File: src/rtl/tmr_pkg.sv
package tmr_pkg;

    localparam int RATE_W = 3;

    typedef enum logic [1:0] {
        REG_COUNT = 2'd0,
        REG_CTRL  = 2'd1,
        REG_WDOG  = 2'd2,
        REG_NONE  = 2'd3
    } reg_sel_e;

    typedef enum logic {
        OWN_WDOG  = 1'b0,
        OWN_TIMER = 1'b1
    } psc_owner_e;

    // Control byte layout: [5:3] rate, [2] owner, [1] falling edge, [0] pin source
    typedef struct packed {
        logic [RATE_W-1:0] rate;
        psc_owner_e        owner;
        logic              fall_edge;
        logic              src_pin;
    } tmr_ctrl_t;

    // Routing of the single prescaler between its two possible owners
    typedef struct packed {
        logic psc_in;
        logic tmr_step;
        logic wdt_step;
    } tmr_route_t;

    // Division exponent: the counter table sits one octave above the watchdog table
    function automatic logic [RATE_W:0] psc_shift(tmr_ctrl_t c);
        logic [RATE_W:0] base;
        base = {1'b0, c.rate};
        if (c.owner == OWN_TIMER)
            return base + {{RATE_W{1'b0}}, 1'b1};
        return base;
    endfunction

endpackage

File: src/rtl/tmr_event_sel.sv
module tmr_event_sel #(
    parameter int SYNC_STAGES = 2
) (
    input  logic clk,
    input  logic rst,
    input  logic cyc_tick,
    input  logic ext_pin,
    input  logic src_pin,
    input  logic fall_edge,
    output logic evt
);
    localparam int SH_W = SYNC_STAGES + 1;

    logic [SH_W-1:0] sh;
    logic            cur;
    logic            prv;
    logic            pin_evt;

    always_ff @(posedge clk) begin
        if (rst) sh <= '0;
        else     sh <= {sh[SH_W-2:0], ext_pin};
    end

    assign cur = sh[SYNC_STAGES-1];
    assign prv = sh[SYNC_STAGES];

    always_comb begin
        if (fall_edge) pin_evt = prv & ~cur;
        else           pin_evt = cur & ~prv;
        evt = src_pin ? pin_evt : cyc_tick;
    end

    // A synchronized edge yields a single event
    AST_PIN_EDGE_ONCE: assert property (@(posedge clk) disable iff (rst)
        pin_evt |=> !pin_evt);

endmodule

File: src/rtl/tmr_prescaler.sv
module tmr_prescaler #(
    parameter int PSC_W   = 8,
    parameter int SHIFT_W = 4
) (
    input  logic               clk,
    input  logic               rst,
    input  logic               clr,
    input  logic               evt_in,
    input  logic [SHIFT_W-1:0] shift,
    output logic               evt_out
);
    localparam int MASK_W = PSC_W + 1;

    logic [PSC_W-1:0]  psc_cnt;
    logic [MASK_W-1:0] mask;
    logic              term;

    always_comb begin
        mask    = (MASK_W'(1) << shift) - MASK_W'(1);
        term    = (psc_cnt == mask[PSC_W-1:0]);
        evt_out = evt_in & term & ~clr;
    end

    always_ff @(posedge clk) begin
        if (rst || clr)
            psc_cnt <= '0;
        else if (evt_in) begin
            if (term) psc_cnt <= '0;
            else      psc_cnt <= psc_cnt + PSC_W'(1);
        end
    end

    AST_PSC_IN_RANGE: assert property (@(posedge clk) disable iff (rst)
        ({1'b0, psc_cnt} <= mask));

    AST_PSC_RESTART: assert property (@(posedge clk) disable iff (rst)
        evt_out |=> (psc_cnt == '0));

endmodule

File: src/rtl/tmr_counter.sv
module tmr_counter #(
    parameter int CNT_W = 8
) (
    input  logic             clk,
    input  logic             rst,
    input  logic             wr,
    input  logic [CNT_W-1:0] wdata,
    input  logic             step,
    output logic [CNT_W-1:0] cnt,
    output logic             ovf
);
    localparam logic [CNT_W-1:0] TOP = {CNT_W{1'b1}};

    always_ff @(posedge clk) begin
        if (rst) begin
            cnt <= '0;
            ovf <= 1'b0;
        end else if (wr) begin
            cnt <= wdata;
            ovf <= 1'b0;
        end else begin
            ovf <= step && (cnt == TOP);
            if (step) cnt <= cnt + CNT_W'(1);
        end
    end

    AST_STEP_INC: assert property (@(posedge clk) disable iff (rst)
        (step && !wr) |=> (cnt == CNT_W'($past(cnt) + CNT_W'(1))));

    AST_WR_LOAD: assert property (@(posedge clk) disable iff (rst)
        wr |=> (cnt == $past(wdata)));

    AST_OVF_AT_ZERO: assert property (@(posedge clk) disable iff (rst)
        ovf |-> (cnt == '0));

    AST_OVF_SINGLE: assert property (@(posedge clk) disable iff (rst)
        ovf |=> !ovf);

endmodule

File: src/rtl/tmr_wdog.sv
module tmr_wdog #(
    parameter int WDT_W = 8
) (
    input  logic clk,
    input  logic rst,
    input  logic en,
    input  logic clr,
    input  logic step,
    output logic timeout
);
    localparam logic [WDT_W-1:0] TOP = {WDT_W{1'b1}};

    logic [WDT_W-1:0] wcnt;
    logic             adv;

    assign adv = step & en;

    always_ff @(posedge clk) begin
        if (rst || clr) begin
            wcnt    <= '0;
            timeout <= 1'b0;
        end else begin
            timeout <= adv && (wcnt == TOP);
            if (adv) wcnt <= wcnt + WDT_W'(1);
        end
    end

    AST_WDT_HOLD_OFF: assert property (@(posedge clk) disable iff (rst)
        (!en && !clr) |=> $stable(wcnt));

    AST_TIMEOUT_PULSE: assert property (@(posedge clk) disable iff (rst)
        timeout |=> !timeout);

    AST_CLR_RESTART: assert property (@(posedge clk) disable iff (rst)
        clr |=> (wcnt == '0 && !timeout));

endmodule

File: src/rtl/tmr_shared_psc.sv
module tmr_shared_psc
    import tmr_pkg::*;
#(
    parameter int CNT_W       = 8,
    parameter int WDT_W       = 8,
    parameter int SYNC_STAGES = 2,
    parameter int BUS_AW      = 2,
    parameter int BUS_DW      = 8
) (
    input  logic              clk,
    input  logic              rst,
    input  logic              cyc_tick,
    input  logic              ext_pin,
    input  logic              wdt_base,
    input  logic              wdt_clr,
    input  logic              bus_wr,
    input  logic [BUS_AW-1:0] bus_addr,
    input  logic [BUS_DW-1:0] bus_wdata,
    output logic [BUS_DW-1:0] bus_rdata,
    output logic              ovf_pulse,
    output logic              wdt_timeout
);
    localparam int CTRL_W  = $bits(tmr_ctrl_t);
    localparam int SHIFT_W = RATE_W + 1;
    localparam int PSC_W   = 1 << RATE_W;

    tmr_ctrl_t        ctrl;
    logic             wdt_en;
    reg_sel_e         sel;
    logic             cnt_wr, ctl_wr, wdc_wr;
    logic             tmr_evt;
    logic             base_ok;
    logic             psc_out;
    logic             psc_clr;
    logic             own_t;
    tmr_route_t       route;
    logic [CNT_W-1:0] cnt;

    assign sel    = reg_sel_e'(bus_addr);
    assign cnt_wr = bus_wr && (sel == REG_COUNT);
    assign ctl_wr = bus_wr && (sel == REG_CTRL);
    assign wdc_wr = bus_wr && (sel == REG_WDOG);

    always_ff @(posedge clk) begin
        if (rst) begin
            ctrl   <= '0;
            wdt_en <= 1'b0;
        end else begin
            if (ctl_wr) ctrl   <= tmr_ctrl_t'(bus_wdata[CTRL_W-1:0]);
            if (wdc_wr) wdt_en <= bus_wdata[0];
        end
    end

    always_comb begin
        case (sel)
            REG_COUNT: bus_rdata = BUS_DW'(cnt);
            REG_CTRL:  bus_rdata = BUS_DW'(ctrl);
            REG_WDOG:  bus_rdata = BUS_DW'(wdt_en);
            default:   bus_rdata = '0;
        endcase
    end

    // Prescaler steering
    assign own_t   = (ctrl.owner == OWN_TIMER);
    assign base_ok = wdt_base & wdt_en;

    always_comb begin
        route.psc_in   = own_t ? tmr_evt : base_ok;
        route.tmr_step = own_t ? psc_out : tmr_evt;
        route.wdt_step = own_t ? base_ok : psc_out;
        psc_clr        = ctl_wr | (own_t ? cnt_wr : wdt_clr);
    end

    tmr_event_sel #(
        .SYNC_STAGES(SYNC_STAGES)
    ) u_evt (
        .clk      (clk),
        .rst      (rst),
        .cyc_tick (cyc_tick),
        .ext_pin  (ext_pin),
        .src_pin  (ctrl.src_pin),
        .fall_edge(ctrl.fall_edge),
        .evt      (tmr_evt)
    );

    tmr_prescaler #(
        .PSC_W  (PSC_W),
        .SHIFT_W(SHIFT_W)
    ) u_psc (
        .clk    (clk),
        .rst    (rst),
        .clr    (psc_clr),
        .evt_in (route.psc_in),
        .shift  (psc_shift(ctrl)),
        .evt_out(psc_out)
    );

    tmr_counter #(
        .CNT_W(CNT_W)
    ) u_cnt (
        .clk  (clk),
        .rst  (rst),
        .wr   (cnt_wr),
        .wdata(bus_wdata[CNT_W-1:0]),
        .step (route.tmr_step),
        .cnt  (cnt),
        .ovf  (ovf_pulse)
    );

    tmr_wdog #(
        .WDT_W(WDT_W)
    ) u_wdt (
        .clk    (clk),
        .rst    (rst),
        .en     (wdt_en),
        .clr    (wdt_clr),
        .step   (route.wdt_step),
        .timeout(wdt_timeout)
    );

    AST_CTRL_LOAD: assert property (@(posedge clk) disable iff (rst)
        ctl_wr |=> (ctrl == $past(bus_wdata[CTRL_W-1:0])));

    AST_NO_STEP_ON_WRITE: assert property (@(posedge clk) disable iff (rst)
        (cnt_wr && !ovf_pulse) |=> !ovf_pulse);

endmodule

File: config.mk
export PLATFORM = sky130hd
export DESIGN_NAME = tmr_shared_psc
export DESIGN_NICKNAME = d
export VERILOG_FILES = /design/src/rtl/tmr_pkg.sv /design/src/rtl/tmr_event_sel.sv /design/src/rtl/tmr_prescaler.sv /design/src/rtl/tmr_counter.sv /design/src/rtl/tmr_wdog.sv /design/src/rtl/tmr_shared_psc.sv
export SDC_FILE = /design/constraint.sdc
export NUM_CORES = 1
export LEC_CHECK = 0
export BUFFER_PORTS_ARGS = -buffer_cell sky130_fd_sc_hd__buf_2
export CAP_MARGIN = 25
export CORE_ASPECT_RATIO = 0.5
export CORE_MARGIN = 2
export CORE_UTILIZATION = 45
export DETAILED_ROUTE_END_ITERATION = 6
export HOLD_SLACK_MARGIN = 0.03
export PLACE_DENSITY = 0.7
export SLEW_MARGIN = 10
export SYNTH_ARGS = -nofsm -noshare
export SYNTH_HDL_FRONTEND = slang
export SYNTH_SLANG_ARGS = --single-unit
File: constraint.sdc
create_clock -name clk -period 9.8 [get_ports clk]
set_input_delay 0.98 -clock clk [delete_from_list [all_inputs] [get_ports clk]]
set_output_delay 0.98 -clock clk [all_outputs]
set_load 0.03 [all_outputs]
Yosys cells after proc, flatten, opt, wreduce, memory -nomap -nowiden
Index checks and enable logic that the tools add are counted.
{"block": "totals", "ff_bits": 36, "out_inout_bits": 10}
{"block": "op_classes", "n_addsub": 5, "eq_ne": 5, "n_shift": 1, "muxes": 13, "bitwise_logic": 10, "reduce_logical": 10}
{"op": "8-bit by 1-bit adder with 8-bit output (second input constant)", "n": 3}
{"op": "8-bit two-way mux", "n": 3}
{"op": "8-bit case mux with 3 select lines", "n": 1}
{"op": "8-bit == test (second input constant)", "n": 2}
{"op": "8-bit == test", "n": 1}
{"op": "4-bit two-way mux", "n": 2}
{"op": "1-bit by 4-bit << shifter with 8-bit output (first input constant)", "n": 1}
{"op": "8-bit by 2-bit subtractor with 8-bit output (second input constant)", "n": 1}
{"op": "1-bit two-way mux", "n": 7}
{"op": "1-bit bitwise AND", "n": 6}
{"op": "1-bit logical AND", "n": 5}
{"op": "3-bit by 1-bit adder with 4-bit output (second input constant)", "n": 1}
{"op": "1-bit inverter", "n": 3}
{"op": "2-bit by 1-bit == test with 1-bit output (second input constant)", "n": 1}
{"op": "2-bit == test (second input constant)", "n": 1}
{"op": "2-bit zero test", "n": 1}
{"op": "1-bit logical OR", "n": 2}
{"op": "2-bit nonzero test", "n": 1}
{"op": "2-bit OR reduction", "n": 1}
{"op": "1-bit OR", "n": 1}

Longest topological paths before layout
Gate-level depths: netlist (run 1).
{"block": "depth", "ltp_word": 11, "ltp_mapped": 13, "ltp_nobuf": 12}

Hierarchy
A second synthesis (run 1) with hierarchy kept.
{"block": "hier_totals", "hier_cells": 250, "hier_area_um2": 2154.6}
{"module": "tmr_prescaler", "instances": 1, "cells_per_inst": 70, "area_each_um2": 598.1, "seq_area_each_um2": 160.2}
{"module": "tmr_shared_psc", "instances": 1, "cells_per_inst": 68, "area_each_um2": 566.8, "seq_area_each_um2": 140.1}
{"module": "tmr_counter", "instances": 1, "cells_per_inst": 55, "area_each_um2": 474.2, "seq_area_each_um2": 180.2}
{"module": "tmr_wdog", "instances": 1, "cells_per_inst": 47, "area_each_um2": 410.4, "seq_area_each_um2": 180.2}
{"module": "tmr_event_sel", "instances": 1, "cells_per_inst": 10, "area_each_um2": 105.1, "seq_area_each_um2": 60.1}

Worst setup path before layout (run 1)
Ideal clock, no wire load.
{"block": "synth_path", "path_kind": "in2out", "from": "input port bus_addr[0]", "to": "output port bus_rdata[0]", "arrival_ns": 2.138, "t_required_ns": 8.820, "path_slack_ns": 6.682, "stages": 3, "path_buffers": 1, "path_cell_list": "clkbuf_1 mux2i_1 o21ai_0"}
{"block": "synth_between", "elab_chain_len": 2, "word_cells_on_any_way": 4, "cone_classes": "eq/ne: 2; mux: 1; reduce/logical: 1"}
{"item": "start, declared", "line": "tmr_shared_psc.sv:17", "rtl": "input logic [BUS_AW-1:0] bus_addr,"}
{"item": "2-bit == test, or another cell as far along", "line": "tmr_shared_psc.sv:55", "rtl": "case (sel)"}
{"item": "8-bit case mux with 3 select lines (*)", "line": "tmr_shared_psc.sv:55"}
{"item": "end, declared", "line": "tmr_shared_psc.sv:19", "rtl": "output logic [BUS_DW-1:0] bus_rdata,"}
Every way passes the cells marked *; elsewhere a longest branch is shown, timed or not.

Final worst setup path (run 1)
{"block": "layout_path", "from": "register ctrl[3] in the netlist's numbering", "to": "register u_wdt.wcnt[5]"}
{"block": "layout_between", "elab_chain_len": 10}
{"item": "start, declared", "line": "tmr_shared_psc.sv:27", "rtl": "tmr_ctrl_t ctrl;"}
{"item": "start signal, assigned", "line": "tmr_shared_psc.sv:49", "rtl": "if (ctl_wr) ctrl <= tmr_ctrl_t'(bus_wdata[CTRL_W-1:0]);"}
{"item": "3-bit by 1-bit adder with 4-bit output", "line": "tmr_pkg.sv:37", "rtl": "return base + {{RATE_W{1'b0}}, 1'b1};"}
{"item": "4-bit two-way mux", "line": "tmr_pkg.sv:36", "rtl": "if (c.owner == OWN_TIMER)"}
{"item": "4-bit two-way mux (*)", "line": "tmr_pkg.sv:38", "rtl": "return base;"}
{"item": "1-bit by 4-bit << shifter with 8-bit output (*)", "line": "tmr_prescaler.sv:19", "rtl": "mask = (MASK_W'(1) << shift) - MASK_W'(1);"}
{"item": "8-bit by 2-bit subtractor with 8-bit output (*)", "line": "tmr_prescaler.sv:19"}
{"item": "8-bit == test (*)", "line": "tmr_prescaler.sv:20", "rtl": "term = (psc_cnt == mask[PSC_W-1:0]);"}
{"item": "1-bit bitwise AND (*) (2 in series)", "line": "tmr_prescaler.sv:21", "rtl": "evt_out = evt_in & term & ~clr;"}
{"item": "1-bit two-way mux (*)", "line": "tmr_shared_psc.sv:70", "rtl": "route.wdt_step = own_t ? base_ok : psc_out;"}
{"item": "1-bit bitwise AND (*)", "line": "tmr_wdog.sv:16", "rtl": "assign adv = step & en;"}
{"item": "end signal, assigned", "line": "tmr_wdog.sv:24", "rtl": "if (adv) wcnt <= wcnt + WDT_W'(1);"}
{"item": "end, declared", "line": "tmr_wdog.sv:13", "rtl": "logic [WDT_W-1:0] wcnt;"}
Every way passes the cells marked *; elsewhere a longest branch is shown, timed or not. The select of a mux whose other input is x is not followed.
A chain may end at the register's enable or synchronous reset.

==> results.json, run 1 <==
{
  "swShare_pct": 25.9,
  "internal_power_uw": 231,
  "yosysSeqAreaShare_pct": 31.4,
  "dp.cells": 366,
  "synthCells": 282,
  "numPortBuffers": 26,
  "synth_seq_cells": 36,
  "power.leakage_nw": 0.949,
  "status": "finished, final reports clean",
  "avgSynthCellArea_um2": 8.13,
  "wl_mm": 5.11,
  "setup_violations": 0,
  "syn_area_um2": 2290,
  "ant_nets": 0,
  "cp.required_ns": 10.01,
  "cpPeakStageDelay_ns": 0.61,
  "cts_tree": "yes",
  "dieArea_um2": 5720,
  "max_freq_mhz": 272,
  "synth_warnings": 0,
  "ctsHoldBuffers": 0,
  "ys_async_sr_fraction_pct": 0,
  "grt_pass1_wl_mm": 8.69,
  "ys.flop_type": "dfxtp_1",
  "drtIter0Drc": 98,
  "pin_count": 27,
  "synth_common_cells": "nor2_1 (39), dfxtp_1 (36), nand2_1 (28)",
  "crit_fanout": 15,
  "antenna_found_initial": 0,
  "combPwrFrac_pct": 13.8,
  "core.rowCount": 18,
  "finClkSkew_ns": 0.00328,
  "post-route-period-util_pct": 37.5,
  "drive_above_1_share_pct": 14.5,
  "vias": 2086,
  "initial_core_util_pct": 46.7,
  "timing.rr.end": "u_wdt.wcnt[5]$_SDFFE_PP0P_",
  "seqPwrFrac_pct": 50.3,
  "critical_path.startpoint": "ctrl[3]$_SDFFE_PP0P_",
  "wl_per_cell_um": 13.7,
  "die_w_um": 105,
  "h-tree-depth": 2,
  "crit_path_cell_trace": "ha_1, nand2_1, a2111oi_0, a31oi_1, ha_1, xor2_1, nand4_1, nor3_1, nor3b_1, nand3_1, a211oi_1, mux2i_1",
  "drc": 0,
  "die_h_um": 54.5,
  "gp_congestion": 0.852,
  "clock_path_buffers": 2,
  "crit_buf_inv": 0,
  "insertion_delay_ns": 0.28,
  "slew_violations": 0,
  "end_kind": "flip-flop",
  "synth_area_leaders": "dfxtp_1 (31%), mux2i_1 (8.7%), nor2_1 (6.4%)",
  "syn_to_final_growth_pct": 10.9,
  "fin_tns_setup_ns": 0,
  "reg2regPathDepth": 12,
  "power_switching_uw": 80.5,
  "vias_per_cell": 5.59,
  "num-nets-final": 325,
  "detail_route.first_pass.iterations": 4,
  "cp-endpoint": "u_wdt.wcnt[5]$_SDFFE_PP0P_",
  "clkTransAtPathRegs_ns": 0.07,
  "cts_resized": 0,
  "synth_top_area_share_pct": 31.4,
  "slowest_stage": "dfxtp_1",
  "syn-num-nets": 304,
  "synth_edf_count": 0,
  "hold_path.class": "reg2reg",
  "rrSetupSlack_ns": 6.12,
  "maxCapViolCount": 0,
  "synth_top_area_cell": "dfxtp_1",
  "worst_setup_path_start_kind": "flip-flop",
  "tightestPinTransition_ns": 0.695,
  "slew_headroom_pct": 53.6,
  "synth_cell_types": 52,
  "path_delay_family": "simple AND/OR/NAND/NOR gates",
  "post_cts_buffers": 0,
  "cts_inserted_buffers": 5,
  "yosys.cell_count.top_type": "nor2_1",
  "path_class": "reg2reg",
  "rr_startpoint": "ctrl[3]$_SDFFE_PP0P_",
  "rsz0062_at_grt": "false",
  "core_area_um2": 4910,
  "grt_max_degree": 30,
  "hold_viol": 0,
  "critPathMostFrequentCell": "ha_1",
  "pwr-share-clk_pct": 35.9,
  "grt_overflow_total": 0,
  "track_usage_pct": 19.1,
  "instances_no_fill": 373,
  "finalCriticalPeriod_ns": 3.68,
  "pwr_density_cell_nw_per_um2": 123,
  "cts_root_buffer": "clkbuf_8",
  "numClockSinks": 36,
  "dp_hpwl_mm": 3.82,
  "cp.depth": 12,
  "antenna_cells": 0,
  "vdd_drop_max_mv": 0.0603,
  "cp.arrival_ns": 3.89,
  "grt_pass1_vias": 1834
}
## logic make-up after synthesis
group | Yosys count | share of synthesized area, %
AO/OA/AOI/OAI | 52 | 17.0
adder cells (fa/ha/maj) | 5 | 2.73
multiplexers | 21 | 9.72
buffers and inverters | 18 | 3.77
XOR/XNOR | 12 | 4.59
flip-flops | 36 | 31.4
AND/OR/NAND/NOR | 138 | 30.8
## worst register-to-register path: stages, from the launching register on
cell and delay, ns:
dfxtp_1 0.61, ha_1 0.37, nand2_1 0.11, a2111oi_0 0.45, a31oi_1 0.09, ha_1 0.32
xor2_1 0.14, nand4_1 0.09, nor3_1 0.20, nor3b_1 0.34, nand3_1 0.32, a211oi_1 0.38
mux2i_1 0.20
## flip-flops by register name, summed over array words and instances, names as in the netlist
register and cells:
u_cnt.cnt 8, u_psc.psc_cnt 8, u_wdt.wcnt 8, ctrl 5, u_evt.sh 3, own_t 1, u_cnt.ovf 1, u_wdt.timeout 1
wdt_en 1
## stage by stage
stage               utilization (%)  total power [mW]  setup WS [ns]  cell area (um2)  hold slack (ns)
detailed placement             49.8             0.203           6.23             2450            0.438
global placement               49.8             0.202           6.28             2450            0.420
CTS                            51.8             0.314           6.19             2540            0.454
floorplan                         -             0.191           6.68             2290            0.414
global route                   51.8             0.325           5.63             2540            0.461
finish                         51.8             0.311           6.12             2540            0.450
## metal layers
metal,up-vias,track usage (%),part of all wire (%)
li1,1067,-,-
met1,992,26.0,53
met2,27,31.2,44
met3,0,4.17,3.1
met4,0,5.11,0
met5,-,0,0
## power by group through the flow
stage               logic, mW  registers [mW]  clock network (mW)
floorplan              0.0346           0.157                   0
global placement       0.0418           0.160                   0
CTS                    0.0430           0.157               0.115
detailed placement     0.0428           0.160                   0
finish                 0.0429           0.157               0.112
global route           0.0478           0.158               0.120
## placed cells by master (no fill, tap or decap), drive strengths merged, types with 5 or more instances in the layout
cell type  instances
nand4              8
a21oi             11
mux2i             20
nand3             14
dfxtp             36
nand2             28
clkbuf             7
nor2              39
buf               26
xor2               9
ha                 5
nor3               6
or3               10
a311oi             6
o21ai             10
inv                6
and2               7
## final cells by class
| cell class | instances | area (um2) |
|---|---|---|
| timing repair buffer | 26 | 130 |
| sequential | 36 | 721 |
| tap | 70 | 87.6 |
| clock buffer | 7 | 96.3 |
| fill | 508 | 2370 |
| inverter | 6 | 22.5 |
| multi-input combinational | 228 | 1490 |
## worst min-delay path by stage
stage                                 from  cells past startpoint  slack (ns)                      to
global route        u_evt.sh[0]$_SDFF_PP0_                      1        0.46  u_evt.sh[1]$_SDFF_PP0_
floorplan           u_evt.sh[0]$_SDFF_PP0_                      1        0.41  u_evt.sh[1]$_SDFF_PP0_
CTS                 u_evt.sh[0]$_SDFF_PP0_                      1        0.45  u_evt.sh[1]$_SDFF_PP0_
finish              u_evt.sh[0]$_SDFF_PP0_                      1        0.45  u_evt.sh[1]$_SDFF_PP0_
global placement    u_evt.sh[0]$_SDFF_PP0_                      1        0.42  u_evt.sh[1]$_SDFF_PP0_
detailed placement  u_evt.sh[0]$_SDFF_PP0_                      1        0.44  u_evt.sh[1]$_SDFF_PP0_
(Power assumes the default switching activity.)
==> run 2: changes to the inputs <==
ABC_AREA = 1   (was default)
PLACE_DENSITY = 0.73   (was 0.7)
clock period = 3.2 ns   (was 9.8 ns; I/O delays follow)
==> run 2 against run 1 <==
- synthesized cell count up 13%
- combinational power rose to 4.8 times the previous value
- flip-flop and latch count did not move
- non-clock buffer count unchanged
- critical path type unchanged
- largest power group unchanged
==> results.json, run 2 <==
{
  "numClockSinks": 36,
  "cts_root_buffer": "clkbuf_8",
  "critical_path.startpoint": "ctrl[3]$_SDFFE_PP0P_",
  "reg2regPathDepth": 19,
  "die_h_um": 54.8,
  "cts_tree": "yes",
  "clock_path_buffers": 2,
  "setup_violations": 0,
  "seqPwrFrac_pct": 47.7,
  "track_usage_pct": 18.0,
  "cp.arrival_ns": 2.86,
  "yosys.cell_count.top_type": "nand2_1",
  "hold_viol": 0,
  "slew_violations": 0,
  "vias": 2162,
  "gp_congestion": 0.882,
  "rsz0062_at_grt": "false",
  "syn_to_final_growth_pct": 11.8,
  "synth_area_leaders": "dfxtp_1 (31%), nand2_1 (8.4%), nand3_1 (7.5%)",
  "pwr-share-clk_pct": 31.7,
  "h-tree-depth": 2,
  "internal_power_uw": 687,
  "cts_resized": 0,
  "synth_warnings": 0,
  "finalCriticalPeriod_ns": 2.68,
  "routed.top_layer": "met4",
  "maxCapViolCount": 0,
  "syn-num-nets": 340,
  "hold-worst-slack_ns": 0.236,
  "hold_path_depth": 3,
  "power.leakage_nw": 1.12,
  "post-route-period-util_pct": 83.7,
  "hold_path.class": "in2reg",
  "swShare_pct": 31.1,
  "antenna_cells": 0,
  "synth_edf_count": 0,
  "antenna_found_initial": 0,
  "synthXorXnorAreaFrac_pct": 5.65,
  "min_to": "u_evt.sh[0]$_SDFF_PP0_",
  "synth_compound_area_share_pct": 13.0,
  "synthCells": 318,
  "pin_count": 27,
  "worst_setup_path_start_kind": "flip-flop",
  "layout_commonest_cell": "nand2_1",
  "dpl_cell_area_um2": 2510,
  "ant_nets": 0,
  "combPwrFrac_pct": 20.6,
  "synth_seq_cells": 36,
  "crit_fanout": 9,
  "dp_hpwl_mm": 3.86,
  "clkTransAtPathRegs_ns": 0.08,
  "num-nets-final": 367,
  "fin_tns_setup_ns": 0,
  "fin_util_pct": 52.4,
  "met3_length_um": 216,
  "power_switching_uw": 310,
  "avgSynthCellArea_um2": 7.31,
  "layout.cells.most_common_list": "nand2_1 (52), inv_1 (36), dfxtp_1 (36)",
  "synthSimpleGateAreaFrac_pct": 37.6,
  "ctsHoldBuffers": 0,
  "synth_common_cells": "nand2_1 (52), dfxtp_1 (36), inv_1 (36)",
  "reg.largest.list": "u_cnt.cnt (8), u_psc.psc_cnt (8), u_wdt.wcnt (8)",
  "synth_top_area_cell": "dfxtp_1",
  "post_cts_buffers": 0,
  "synthAdderAreaFrac_pct": 2.69,
  "wl_met1_mm": 2.20,
  "ys.flop_type": "dfxtp_1",
  "finClkSkew_ns": 0.00717,
  "pwr_density_cell_nw_per_um2": 384,
  "vias_per_cell": 5.20,
  "grt_overflow_total": 0,
  "cpPeakStageDelay_ns": 0.44,
  "yosysSeqAreaShare_pct": 31.0,
  "die_w_um": 106,
  "min_from": "ext_pin",
  "wl_met2_mm": 2.42,
  "vdd_drop_max_mv": 0.175,
  "detail_route.first_pass.iterations": 4,
  "max_freq_mhz": 374,
  "rrSetupSlack_ns": 0.52,
  "numPortBuffers": 26,
  "wl_per_cell_um": 11.8,
  "drc": 0,
  "syn_area_um2": 2320,
  "grt_pass1_vias": 1966,
  "dieArea_um2": 5790,
  "synth_mux_area_share_pct": 2.37,
  "total_power_uw": 997,
  "design_area_um2": 2600,
  "grt_max_degree": 20,
  "synth_cell_types": 36,
  "initial_core_util_pct": 46.9,
  "slowest_stage": "dfxtp_1",
  "core.rowCount": 18,
  "insertion_delay_ns": 0.29,
  "path_class": "reg2reg",
  "grt_pass1_wl_mm": 8.29,
  "status": "finished, final reports clean",
  "timing.rr.end": "u_cnt.cnt[2]$_SDFFE_PP0P_",
  "ys_async_sr_fraction_pct": 0,
  "tightestPinTransition_ns": 0.469,
  "core_area_um2": 4950,
  "drive_above_1_share_pct": 24.9,
  "wl_mm": 4.91,
  "synth_top_area_share_pct": 31.0,
  "cts_inserted_buffers": 5,
  "end_kind": "flip-flop",
  "cp.required_ns": 3.38,
  "rr_startpoint": "ctrl[3]$_SDFFE_PP0P_",
  "crit_path_cell_trace": "ha_1, nand2_2, nand2_4, nand2_4, nor2_4, nand3_1, ha_1, xor2_1, nand2_1, nor2_1, nand3_1, nor2_2, nand3_2, nand2_2, nand2_4, nand2_8, nand2_1, nand2_1, nor2_1",
  "drtIter0Drc": 101,
  "slew_headroom_pct": 68.7,
  "synth_top_family_by_area": "simple AND/OR/NAND/NOR gates"
}
[run 2: cells by family (layout without fill, tap and decap cells)]
group	Yosys count	count (layout)
xor+xnor	15	15
flops	36	36
fa+ha+maj	5	5
simple gates	163	163
buf+inv	44	72
compound gates	50	50
mux	5	5
[run 2: metal layers]
metal  track usage, %  vias to the layer above
met3             4.05                       11
met2             35.5                       44
met1             20.0                     1000
met5                0                        -
li1                 -                     1107
met4             6.58                        0
[run 2: worst max-delay path by stage]
| stage | end | slack (ns) | cells after the start |
|---|---|---|---|
| floorplan | u_cnt.cnt[2]$_SDFFE_PP0P_ | 0.80 | 19 |
| global placement | u_cnt.cnt[2]$_SDFFE_PP0P_ | 0.61 | 19 |
| detailed placement | u_wdt.wcnt[7]$_SDFFE_PP0P_ | 0.52 | 17 |
| CTS | u_cnt.cnt[2]$_SDFFE_PP0P_ | 0.51 | 19 |
| global route | u_wdt.wcnt[0]$_SDFFE_PP0P_ | 0.26 | 17 |
| finish | u_cnt.cnt[2]$_SDFFE_PP0P_ | 0.52 | 19 |
[run 2: power groups by stage]
stage / Combinational, mW / Clock (mW) / Sequential (mW)
2_1_floorplan: 0.163 / 0 / 0.481
3_3_place_gp: 0.199 / 0 / 0.485
3_5_place_dp: 0.204 / 0 / 0.486
4_1_cts: 0.205 / 0.327 / 0.475
5_1_grt: 0.229 / 0.348 / 0.478
6_report: 0.205 / 0.316 / 0.476
[run 2: through the flow]
step | cells | worst slack (ns)
after floorplan | 318 | 0.801
after CTS | 416 | 0.514
after detailed placement | 408 | 0.523
after global placement | 408 | 0.612
after global routing | 416 | 0.256
final | 416 | 0.523
[run 2: final cells by class]
type / instances / area (um2)
clock buffer: 5 / 68.8
clock inverter: 3 / 18.8
fill: 489 / 2360
inverter: 38 / 148
multi-input combinational: 238 / 1430
sequential: 36 / 721
tap: 70 / 87.6
timing repair buffer: 26 / 130
[run 2: critical path: cells and delay by family, from the launching register on]
family                     cells  cell delay [ns]
xor gates and xnor gates       1             0.14
adders and majority gates      2             0.53
DFF                            1             0.44
and+or+nand+nor               16             1.45
==> run 3: changes to the inputs <==
clock period = 2.29 ns   (was 3.2 ns; I/O delays follow)
==> run 3 against run 2 <==
- the run now ends with negative setup slack left
- clock-buffer cell count stayed put
- setup slack worse by 0.72 ns
- wire length is 13% higher
- first-iteration DRC count is 37% higher
- sequential share of layout area is 3.2 points lower
- global-route usage is 1.7 points higher
- critical path type unchanged
- critical endpoint unchanged
- largest power group unchanged
==> results.json, run 3 (same netlist as run 2, synthesis figures left out) <==
{
  "clock_path_buffers": 2,
  "grt_max_degree": 20,
  "layout.cells.most_common_list": "nand2_1 (50), inv_1 (36), nand3_1 (33), dfxtp_1 (33), buf_2 (26)",
  "path_delay_family": "simple AND/OR/NAND/NOR gates",
  "clkTransAtPathRegs_ns": 0.08,
  "status": "finished, violations left",
  "path_class": "reg2reg",
  "cp.depth": 19,
  "ctsHoldBuffers": 0,
  "crit_path_cell_trace": "ha_4, nand2_4, nand2_4, nand2_4, nor2_4, nand3_2, ha_4, xor2_1, nand2_1, nor2_1, nand3_1, nor2_4, nand3_4, nand2_4, nand2_8, nand2_8, nand2_2, nand2_1, nor2_1",
  "track_usage_pct": 19.7,
  "syn_to_final_growth_pct": 27.3,
  "critPathMostFrequentCell": "nand2_4",
  "finalCriticalPeriod_ns": 2.49,
  "reg.largest.list": "u_cnt.cnt (8), u_psc.psc_cnt (8), u_wdt.wcnt (8)",
  "wl_mm": 5.53,
  "insertion_delay_ns": 0.30,
  "antenna_found_initial": 0,
  "rsz0062_at_grt": "true",
  "cts_tree": "yes",
  "max_freq_mhz": 402,
  "numPortBuffers": 26,
  "pwr_density_cell_nw_per_um2": 503,
  "crit_buf_inv": 0,
  "hold-worst-slack_ns": 0.133,
  "num-nets-final": 396,
  "vdd_drop_max_mv": 0.244,
  "end_kind": "flip-flop",
  "post-route-period-util_pct": 109,
  "setup_violations": 20,
  "drtIter0Drc": 138,
  "total_power_mw": 1.49,
  "dieArea_um2": 5790,
  "hold_path_depth": 3,
  "grt_pass1_wl_mm": 8.79,
  "cts_root_buffer": "clkbuf_8",
  "tightestPinTransition_ns": 0.464,
  "vias": 2239,
  "cpPeakStageDelay_ns": 0.35,
  "violations": "negative setup slack",
  "numClockSinks": 36,
  "rrSetupSlack_ns": -0.20,
  "slew_headroom_pct": 69.1,
  "timing.rr.end": "u_cnt.cnt[2]$_SDFFE_PP0P_",
  "detail_route.first_pass.iterations": 4,
  "power.leakage_nw": 1.30,
  "drive_above_1_share_pct": 33.6,
  "h-tree-depth": 2,
  "die_h_um": 54.8,
  "worst_setup_path_start_kind": "flip-flop",
  "hold_path.class": "in2reg",
  "maxCapViolCount": 0,
  "cp.arrival_ns": 2.67,
  "cp-endpoint": "u_cnt.cnt[2]$_SDFFE_PP0P_",
  "crit_fanout": 5,
  "cts_inserted_buffers": 5,
  "slew_violations": 0,
  "gp_congestion": 0.894,
  "grt_overflow_total": 0,
  "fin_tns_setup_ns": -2.58,
  "ant_nets": 0,
  "core.rowCount": 18,
  "vias_per_cell": 5.03,
  "antenna_cells": 0,
  "cp.required_ns": 2.48,
  "dp_hpwl_mm": 3.93,
  "grt_pass1_vias": 2018,
  "reg2regPathDepth": 19,
  "worst_slack_ns": -0.198,
  "rr_startpoint": "ctrl[3]$_SDFFE_PP0P_",
  "die_w_um": 106,
  "drc": 0,
  "initial_core_util_pct": 46.9,
  "wl_per_cell_um": 12.4,
  "slowest_stage": "dfxtp_2",
  "layout_commonest_cell": "nand2_1",
  "finClkSkew_ns": 0.0114,
  "pin_count": 27,
  "hold_viol": 0,
  "core_area_um2": 4950,
  "critical_path.startpoint": "ctrl[3]$_SDFFE_PP0P_"
}
==> run 3: cell types whose count changed in the layout (fill, tap and decap cells not counted), sizes merged <==
cell / before / now
buf: 26 / 52
nand2: 77 / 80
==> run 3: cell type report <==
class,count,area (um2)
fillers,433,2000
multi-input cells,241,1570
flip-flops and latches,36,724
repair buffers,52,338
inverters,38,148
well taps,70,87.6
clock buffers,5,68.8
clock inverters,3,18.8
==> run 3: routing by layer <==
layer	up-vias	share of wire, %	GRT usage [%]	routed length (um)
met1	1024	44	22.5	2430
met5	-	0	0	0
met3	11	3.9	5.60	215
met2	41	51	36.6	2800
li1	1163	-	-	-
met4	0	1.5	7.24	81
==> run 3: worst min-delay path by stage <==
| stage | startpoint | endpoint | slack, ns |
|---|---|---|---|
| after floorplan | ext_pin | u_evt.sh[0]$_SDFF_PP0_ | 0.34 |
| after global placement | u_evt.sh[0]$_SDFF_PP0_ | u_evt.sh[1]$_SDFF_PP0_ | 0.39 |
| after detailed placement | u_evt.sh[0]$_SDFF_PP0_ | u_evt.sh[1]$_SDFF_PP0_ | 0.40 |
| after CTS | ext_pin | u_evt.sh[0]$_SDFF_PP0_ | 0.13 |
| after global routing | ext_pin | u_evt.sh[0]$_SDFF_PP0_ | 0.14 |
| final | ext_pin | u_evt.sh[0]$_SDFF_PP0_ | 0.13 |
==> run 3: repair_timing <==
action | 4_1_cts | 5_1_grt
pin swaps | 2 | 6
gates cloned | 2 | 1
endpoints found under the setup margin | 19 | 25
buffers inserted | 5 | 5
gates resized for setup | 10 | 10
==> run 3: stage by stage <==
step                      cell area (um2)  worst slack [ns]  std cells  util (%)
after floorplan                      2340           0.00648        318         -
after global placement               2650           -0.0419        424      53.4
after detailed placement             2650            -0.144        424      53.4
after CTS                            2840            -0.122        439      57.4
after global routing                 2960            -0.333        445      59.7
final                                2960            -0.198        445      59.7
==> run 3: tightest hold or removal path, stage by stage <==
cell and delay, ns:
buf_2 0.10, inv_1 0.04, nor2_1 0.03
==> run 3: power breakdown <==
group	internal (mW)	total [mW]	switching (mW)	leakage, nW
clock network	0.212	0.450	0.238	0.0479
registers	0.646	0.663	0.0171	0.293
logic	0.151	0.374	0.223	0.962
total	1.01	1.49	0.478	1.30
